**config.mk**
```make
export PLATFORM = sky130hd
export DESIGN_NAME = dsp_agu
export DESIGN_NICKNAME = d
export VERILOG_FILES = /design/src/rtl/agu_pkg.sv /design/src/rtl/agu_aau.sv /design/src/rtl/agu_regfile.sv /design/src/rtl/agu_ostage.sv /design/src/rtl/dsp_agu.sv
export SDC_FILE = /design/constraint.sdc
export NUM_CORES = 2
export LEC_CHECK = 0
export ABC_AREA = 1
export CORE_MARGIN = 2
export CORE_UTILIZATION = 40
export CTS_CLUSTER_SIZE = 30
export DETAILED_ROUTE_END_ITERATION = 6
export DONT_BUFFER_PORTS = 1
export GPL_TIMING_DRIVEN = 0
export PLACE_DENSITY = 0.61
export SETUP_SLACK_MARGIN = 0.05
export SLEW_MARGIN = 20
export SYNTH_ARGS = -nofsm -noshare
export SYNTH_HDL_FRONTEND = slang
export SYNTH_SLANG_ARGS = --single-unit
```
**constraint.sdc**
```tcl
create_clock -name clk -period 6.4 [get_ports clk]
set_input_delay 1.28 -clock clk [delete_from_list [all_inputs] [get_ports clk]]
set_output_delay 1.28 -clock clk [all_outputs]
set_load 0.03 [all_outputs]
```
**src/rtl/agu_pkg.sv**
```systemverilog
package agu_pkg;

  typedef enum logic [2:0] {
    AM_LIN  = 3'd0,
    AM_CIRC = 3'd1,
    AM_REV  = 3'd2,
    AM_PUSH = 3'd3,
    AM_POP  = 3'd4
  } amode_e;

  typedef enum logic [1:0] {
    CF_PTR  = 2'd0,
    CF_STEP = 2'd1,
    CF_MOD  = 2'd2,
    CF_SP   = 2'd3
  } cfile_e;

endpackage

```
**src/rtl/agu_aau.sv**
```systemverilog
module agu_aau
  import agu_pkg::*;
#(
  parameter int AW = 16
) (
  input  logic [2:0]    mode,
  input  logic          upd,
  input  logic [AW-1:0] areg,
  input  logic [AW-1:0] step,
  input  logic [AW-1:0] modv,
  input  logic [AW-1:0] sp,
  output logic [AW-1:0] eff,
  output logic          ar_we,
  output logic [AW-1:0] ar_new,
  output logic          sp_we,
  output logic [AW-1:0] sp_new
);

  function automatic logic [AW-1:0] bitrev(input logic [AW-1:0] x);
    logic [AW-1:0] r;
    for (int k = 0; k < AW; k++) r[k] = x[AW-1-k];
    return r;
  endfunction

  // fill every bit below the highest set bit
  function automatic logic [AW-1:0] smear(input logic [AW-1:0] x);
    logic [AW-1:0] r;
    r = x;
    for (int k = 1; k < AW; k = k * 2) r = r | (r >> k);
    return r;
  endfunction

  logic [AW-1:0]        mmask, moff, mbase, circ_new, rev_new;
  logic signed [AW+1:0] msum, mfix, mlen;
  logic [1:0]           unused_hi;

  always_comb begin
    mmask = smear(modv - 1'b1);
    moff  = areg & mmask;
    mbase = areg & ~mmask;
    mlen  = $signed({2'b00, modv});
    msum  = $signed({2'b00, moff}) + $signed({{2{step[AW-1]}}, step});
    if (msum < 0)          mfix = msum + mlen;
    else if (msum >= mlen) mfix = msum - mlen;
    else                   mfix = msum;
    circ_new = (modv == '0) ? areg + step : (mbase | mfix[AW-1:0]);
    rev_new  = bitrev(bitrev(areg) + bitrev(step));
  end

  assign unused_hi = mfix[AW+1:AW];

  always_comb begin
    eff    = areg;
    ar_we  = 1'b0;
    ar_new = areg;
    sp_we  = 1'b0;
    sp_new = sp;
    case (amode_e'(mode))
      AM_CIRC: begin ar_we = upd; ar_new = circ_new; end
      AM_REV:  begin ar_we = upd; ar_new = rev_new;  end
      AM_PUSH: begin eff = sp - 1'b1; sp_we = 1'b1; sp_new = sp - 1'b1; end
      AM_POP:  begin eff = sp;        sp_we = 1'b1; sp_new = sp + 1'b1; end
      default: begin ar_we = upd; ar_new = areg + step; end
    endcase
  end

endmodule

```
**src/rtl/agu_regfile.sv**
```systemverilog
module agu_regfile
  import agu_pkg::*;
#(
  parameter int            AW      = 16,
  parameter int            NREG    = 8,
  parameter int            NU      = 2,
  parameter int            IW      = 3,
  parameter logic [AW-1:0] SP_INIT = '0
) (
  input  logic             clk,
  input  logic             rst_n,
  input  logic             cfg_we,
  input  logic [1:0]       cfg_file,
  input  logic [IW-1:0]    cfg_idx,
  input  logic [AW-1:0]    cfg_data,
  input  logic [NU-1:0]    u_we,
  input  logic [NU*IW-1:0] u_idx,
  input  logic [NU*AW-1:0] u_data,
  input  logic [NU-1:0]    s_we,
  input  logic [NU*AW-1:0] s_data,
  output logic [AW-1:0]    ar_q [NREG],
  output logic [AW-1:0]    st_q [NREG],
  output logic [AW-1:0]    md_q [NREG],
  output logic [AW-1:0]    sp_q
);

  always_ff @(posedge clk or negedge rst_n) begin
    if (!rst_n) begin
      for (int i = 0; i < NREG; i++) begin
        ar_q[i] <= '0;
        st_q[i] <= '0;
        md_q[i] <= '0;
      end
      sp_q <= SP_INIT;
    end else begin
      // highest lane first so lane 0 is assigned last and wins
      for (int u = NU - 1; u >= 0; u--) begin
        if (u_we[u]) ar_q[u_idx[u*IW +: IW]] <= u_data[u*AW +: AW];
        if (s_we[u]) sp_q <= s_data[u*AW +: AW];
      end
      if (cfg_we) begin
        case (cfile_e'(cfg_file))
          CF_PTR:  ar_q[cfg_idx] <= cfg_data;
          CF_STEP: st_q[cfg_idx] <= cfg_data;
          CF_MOD:  md_q[cfg_idx] <= cfg_data;
          default: sp_q          <= cfg_data;
        endcase
      end
    end
  end

endmodule

```
**src/rtl/agu_ostage.sv**
```systemverilog
module agu_ostage #(
  parameter int AW = 16
) (
  input  logic          clk,
  input  logic          rst_n,
  input  logic          in_valid,
  output logic          in_ready,
  input  logic [AW-1:0] in_addr,
  output logic          out_valid,
  input  logic          out_ready,
  output logic [AW-1:0] out_addr
);

  assign in_ready = !out_valid || out_ready;

  always_ff @(posedge clk or negedge rst_n) begin
    if (!rst_n) begin
      out_valid <= 1'b0;
      out_addr  <= '0;
    end else if (in_valid && in_ready) begin
      out_valid <= 1'b1;
      out_addr  <= in_addr;
    end else if (out_ready) begin
      out_valid <= 1'b0;
    end
  end

endmodule

```
**src/rtl/dsp_agu.sv**
```systemverilog
module dsp_agu #(
  parameter int            AW      = 16,
  parameter int            NREG    = 8,
  parameter int            NU      = 2,
  parameter logic [AW-1:0] SP_INIT = 16'h1000,
  localparam int           IW      = $clog2(NREG)
) (
  input  logic             clk,
  input  logic             rst_n,
  input  logic             cfg_we,
  input  logic [1:0]       cfg_file,
  input  logic [IW-1:0]    cfg_idx,
  input  logic [AW-1:0]    cfg_data,
  input  logic [NU-1:0]    req_valid,
  output logic [NU-1:0]    req_ready,
  input  logic [NU*IW-1:0] req_idx,
  input  logic [NU*3-1:0]  req_mode,
  input  logic [NU-1:0]    req_upd,
  output logic [NU-1:0]    addr_valid,
  input  logic [NU-1:0]    addr_ready,
  output logic [NU*AW-1:0] addr_data
);

  logic [AW-1:0]    ar_q [NREG];
  logic [AW-1:0]    st_q [NREG];
  logic [AW-1:0]    md_q [NREG];
  logic [AW-1:0]    sp_q;
  logic [NU-1:0]    u_we, s_we;
  logic [NU*AW-1:0] u_data, s_data;

  agu_regfile #(
    .AW(AW), .NREG(NREG), .NU(NU), .IW(IW), .SP_INIT(SP_INIT)
  ) u_regs (
    .clk(clk), .rst_n(rst_n),
    .cfg_we(cfg_we), .cfg_file(cfg_file), .cfg_idx(cfg_idx), .cfg_data(cfg_data),
    .u_we(u_we), .u_idx(req_idx), .u_data(u_data),
    .s_we(s_we), .s_data(s_data),
    .ar_q(ar_q), .st_q(st_q), .md_q(md_q), .sp_q(sp_q)
  );

  for (genvar u = 0; u < NU; u++) begin : g_lane
    logic [IW-1:0] idx;
    logic [AW-1:0] eff, ar_new, sp_new;
    logic          ar_we, sp_we, acc;

    assign idx = req_idx[u*IW +: IW];
    assign acc = req_valid[u] && req_ready[u];

    agu_aau #(.AW(AW)) u_aau (
      .mode(req_mode[u*3 +: 3]), .upd(req_upd[u]),
      .areg(ar_q[idx]), .step(st_q[idx]), .modv(md_q[idx]), .sp(sp_q),
      .eff(eff), .ar_we(ar_we), .ar_new(ar_new), .sp_we(sp_we), .sp_new(sp_new)
    );

    assign u_we[u]              = acc && ar_we;
    assign u_data[u*AW +: AW]   = ar_new;
    assign s_we[u]              = acc && sp_we;
    assign s_data[u*AW +: AW]   = sp_new;

    agu_ostage #(.AW(AW)) u_out (
      .clk(clk), .rst_n(rst_n),
      .in_valid(req_valid[u]), .in_ready(req_ready[u]), .in_addr(eff),
      .out_valid(addr_valid[u]), .out_ready(addr_ready[u]),
      .out_addr(addr_data[u*AW +: AW])
    );
  end

endmodule

```
==> summary.md <==
| Metric | Value |
|---|---|
| Average size of a mapped cell | 6.342 sq um |
| Syn-to-layout area delta | 22.77% |
| Overflow after GRT | 0 |
| Port bufs | 0 |
| RSZ-0062 raised after global routing | true |
| Worst slew margin | 1.631% |
| Crit end category | flop |
| Via density | 6.000 |
| Tcrit/Tclk final | 109.0% |
| Crit path launch type | input port |
| Total internal power | 11.56 mW |
| Starting Density | 40.35% |
| Post-Synth Simple-Gate Area | 33.34% |
| Clock power frac | 14.0% |
| Data required, critical path | 6920 ps |
| Netlist cell types | 66 |
| Post-detail-place hpwl | 150.8 mm |
| TritonRoute pass-1 iters | 7 |
| Seq/Total Area, Yosys | 29.37% |
| Root Buffer Master | clkbuf_16 |
| Worst path max stage delay | 790 ps |
| Maximum VDD drop | 0.0002952 V |
| Largest net degree at the start of global routing | 435 |
| Post-synthesis xor/xnor area fraction | 3.187% |
| Post-synthesis compound-gate area fraction | 18.85% |
| H-tree Lvls | 2 |
| FMAX | 143.3 MHz |
| ANT nets after route | 0 |
| DRC | 0 |
| Max Root-Sink Buffers | 3 |
| Max FO, Critical Path | 10 |
| Worst-Skew Late Latency | 690 ps |
| Worst-Margin Slew | 1476 ps |
| Synth warn | 0 |
| Crit-path most repeated cell | nand3_1 |
| Critical path's slowest cell | a221oi_1 |
| Switching pwr | 13.70 mW |
| Die width | 308.1 microns |
| Failing checks | negative setup slack |
| Overall Global Routing Usage | 40.78% |
| Tmin final | 6978 ps |
| Worst r2r src | u_regs.md_q[113] |
| Static Leak | 21.71 nW |
| WP data arrival | 7500 ps |
| Final Wtd Congestion | 1.076 |
| Sequential power share | 17.9% |
| Pwr dens | 556.3 nW/um^2 |
| Switching share of power | 54.25% |
| Vias | 43830 |
| Hold/Removal Path Class | in -> async |
| Synth Register Bits | 434 |
| Num CTS Buffers | 54 |
| Status | finished with violations |
| Final Max Slew Viols | 0 |
| Logic pwr share | 68.1% |
| Antenna violations before repair | 10 |
| Core area | 91660 sq um |
| Final hold viol count | 0 |
| Top_reg_cell synth | dfrtp_1 |
| Post-synth EDFFs | 0 |
| Num ports | 78 |
| Syn Inst Count | 5832 |
| Clock sink total | 434 |
| Share of cells above drive strength 1 | 15.44% |
| Initial DRC Count | 6159 |
| Flop2flop setup slack | -190 ps |
| Main combinational cell family by area after synthesis | simple AND/OR/NAND/NOR gates |
| Final hold slack | 328.9 ps |
| Mux cell area share after synthesis | 0.02706% |
| Commonest non-fill, non-tap cell in the layout | nand2_1 |
| Max_cap viols | 0 |
| Net count after synthesis | 6018 |
| Die area | 94910 sq um |
| WL per Instance | 27.14 microns |
| TritonCTS clock tree | yes |
| Final WS setup | -577.8 ps |
| NumNets Final | 6258 |
| Clock transition at path regs | 60 ps |
| Core Rows | 111 |
| Adder-cell share of the synthesized area | 5.074% |
| Critical Path Start | req_idx[0] |
| Final Skew | 60.33 ps |
| Post-Syn Area | 36990 sq um |
| Total power draw | 25.26 mW |
| Most frequent cells in the layout | nand2_1, inv_1, o21ai_0 |
| Ys async rst share | 100.0% |
| Final setup vio count | 128 |
| Total Wirelength | 198.3 mm |
| Reg-to-reg endpoint | u_regs.ar_q[4] |
| DIE HEIGHT | 308.1 microns |
| First-pass GRT wire length | 282.5 mm |
| Worst R2R Path Depth | 54 |
| Worst Setup Path Type | in -> reg |
| Vias in the first global route | 40630 |
-- critical path, delay by kind of cell --
kind / cells / cell delay, ps
simple gates: 17 / 2490
compound gates: 4 / 1410
buf+inv: 8 / 1360
fa+ha+maj: 2 / 730
xor+xnor: 1 / 170
-- metal layers --
| metal | up-vias | part of all wire, % | wire length (microns) | track usage (%) |
|---|---|---|---|---|
| met4 | 8 | 7.9 | 15670 | 26.90 |
| met3 | 646 | 11 | 22770 | 10.35 |
| met5 | - | 0.029 | 57 | 0 |
| met2 | 2701 | 42 | 82490 | 60.15 |
| li1 | 19670 | - | - | - |
| met1 | 20810 | 39 | 77280 | 52.66 |
-- cells in the mapped netlist (55+ instances only) --
library cell,instances,share of area [%]
clkbuf_1,229,2.3
ha_1,134,4.5
a221oi_1,63,1.5
a21oi_1,384,5.2
clkinv_1,55,0.56
nor2_1,316,3.2
nand4_1,171,2.9
nand3_1,231,3.1
xor2_1,115,2.7
nand2_1,2071,21
o22ai_1,117,2.0
o21ai_0,479,6.5
inv_1,582,5.9
dfrtp_1,433,29
-- cell type report --
type | instances | area, sq um
fillers | 9441 | 46260
multi-input cells | 4448 | 25220
flip-flops and latches | 434 | 10860
inverters | 653 | 2531
plain buffers | 292 | 1658
repair buffers | 189 | 1635
clock buffers | 74 | 1556
well taps | 1186 | 1484
clock inverters | 25 | 449.2
diodes | 4 | 10.01
-- worst max-delay path by stage --
stage | endpoint | cells past startpoint
finish | u_regs.ar_q[24] | 32
global route | u_regs.ar_q[5] | 56
CTS | u_regs.ar_q[88] | 50
detailed placement | u_regs.ar_q[8] | 45
global placement | u_regs.ar_q[8] | 33
floorplan | u_regs.ar_q[27] | 55
-- cells by family after synthesis --
family / after synthesis
AOI/OAI and AO/OA: 1223
muxes: 1
buffers and inverters: 952
adders and majority gates: 144
DFF: 434
xor gates and xnor gates: 132
and+or+nand+nor: 2946
-- power groups by stage --
| stage | clock (mW) | sequential [mW] | combinational [mW] |
|---|---|---|---|
| 2_1_floorplan | 0 | 4.15 | 8.90 |
| 3_3_place_gp | 0 | 4.50 | 13.3 |
| 3_5_place_dp | 0 | 4.50 | 13.3 |
| 4_1_cts | 3.54 | 4.46 | 15.6 |
| 5_1_grt | 3.65 | 4.59 | 18.2 |
| 6_report | 3.53 | 4.53 | 17.2 |
-- state kept, by name (all words and copies together) (netlist names) --
| register | flops |
|---|---|
| g_lane.u_out.out_addr | 32 |
| g_lane.u_out.out_valid | 2 |
| u_regs.ar_q | 128 |
| u_regs.md_q | 128 |
| u_regs.sp_q | 16 |
| u_regs.st_q | 128 |
-- per-stage QoR --
| step | TNS, ps | setup slack, ps | utilization (%) | instances | cell area (sq um) |
|---|---|---|---|---|---|
| 2_1_floorplan | -20820 | -237.1 | - | 5832 | 37320 |
| 3_3_place_gp | -451020 | -3833 | 42.33 | 7018 | 38800 |
| 3_5_place_dp | -391320 | -3243 | 42.46 | 7024 | 38920 |
| 4_1_cts | -35200 | -418.4 | 48.23 | 7254 | 44210 |
| 5_1_grt | -83270 | -719.5 | 49.53 | 7303 | 45400 |
| 6_report | -54760 | -577.8 | 49.54 | 7305 | 45410 |
-- repair_timing --
item / 4_1_cts / 5_1_grt
cloned: 9 / 0
buffers inserted: 128 / 48
gates resized for setup: 545 / 191
endpoints found under the setup margin: 128 / 128
hold endpoints to repair: 0 / 0
pin swaps: 179 / 145
hold buffers: 0 / 0
Note: power is estimated with default switching activity, not from simulation.
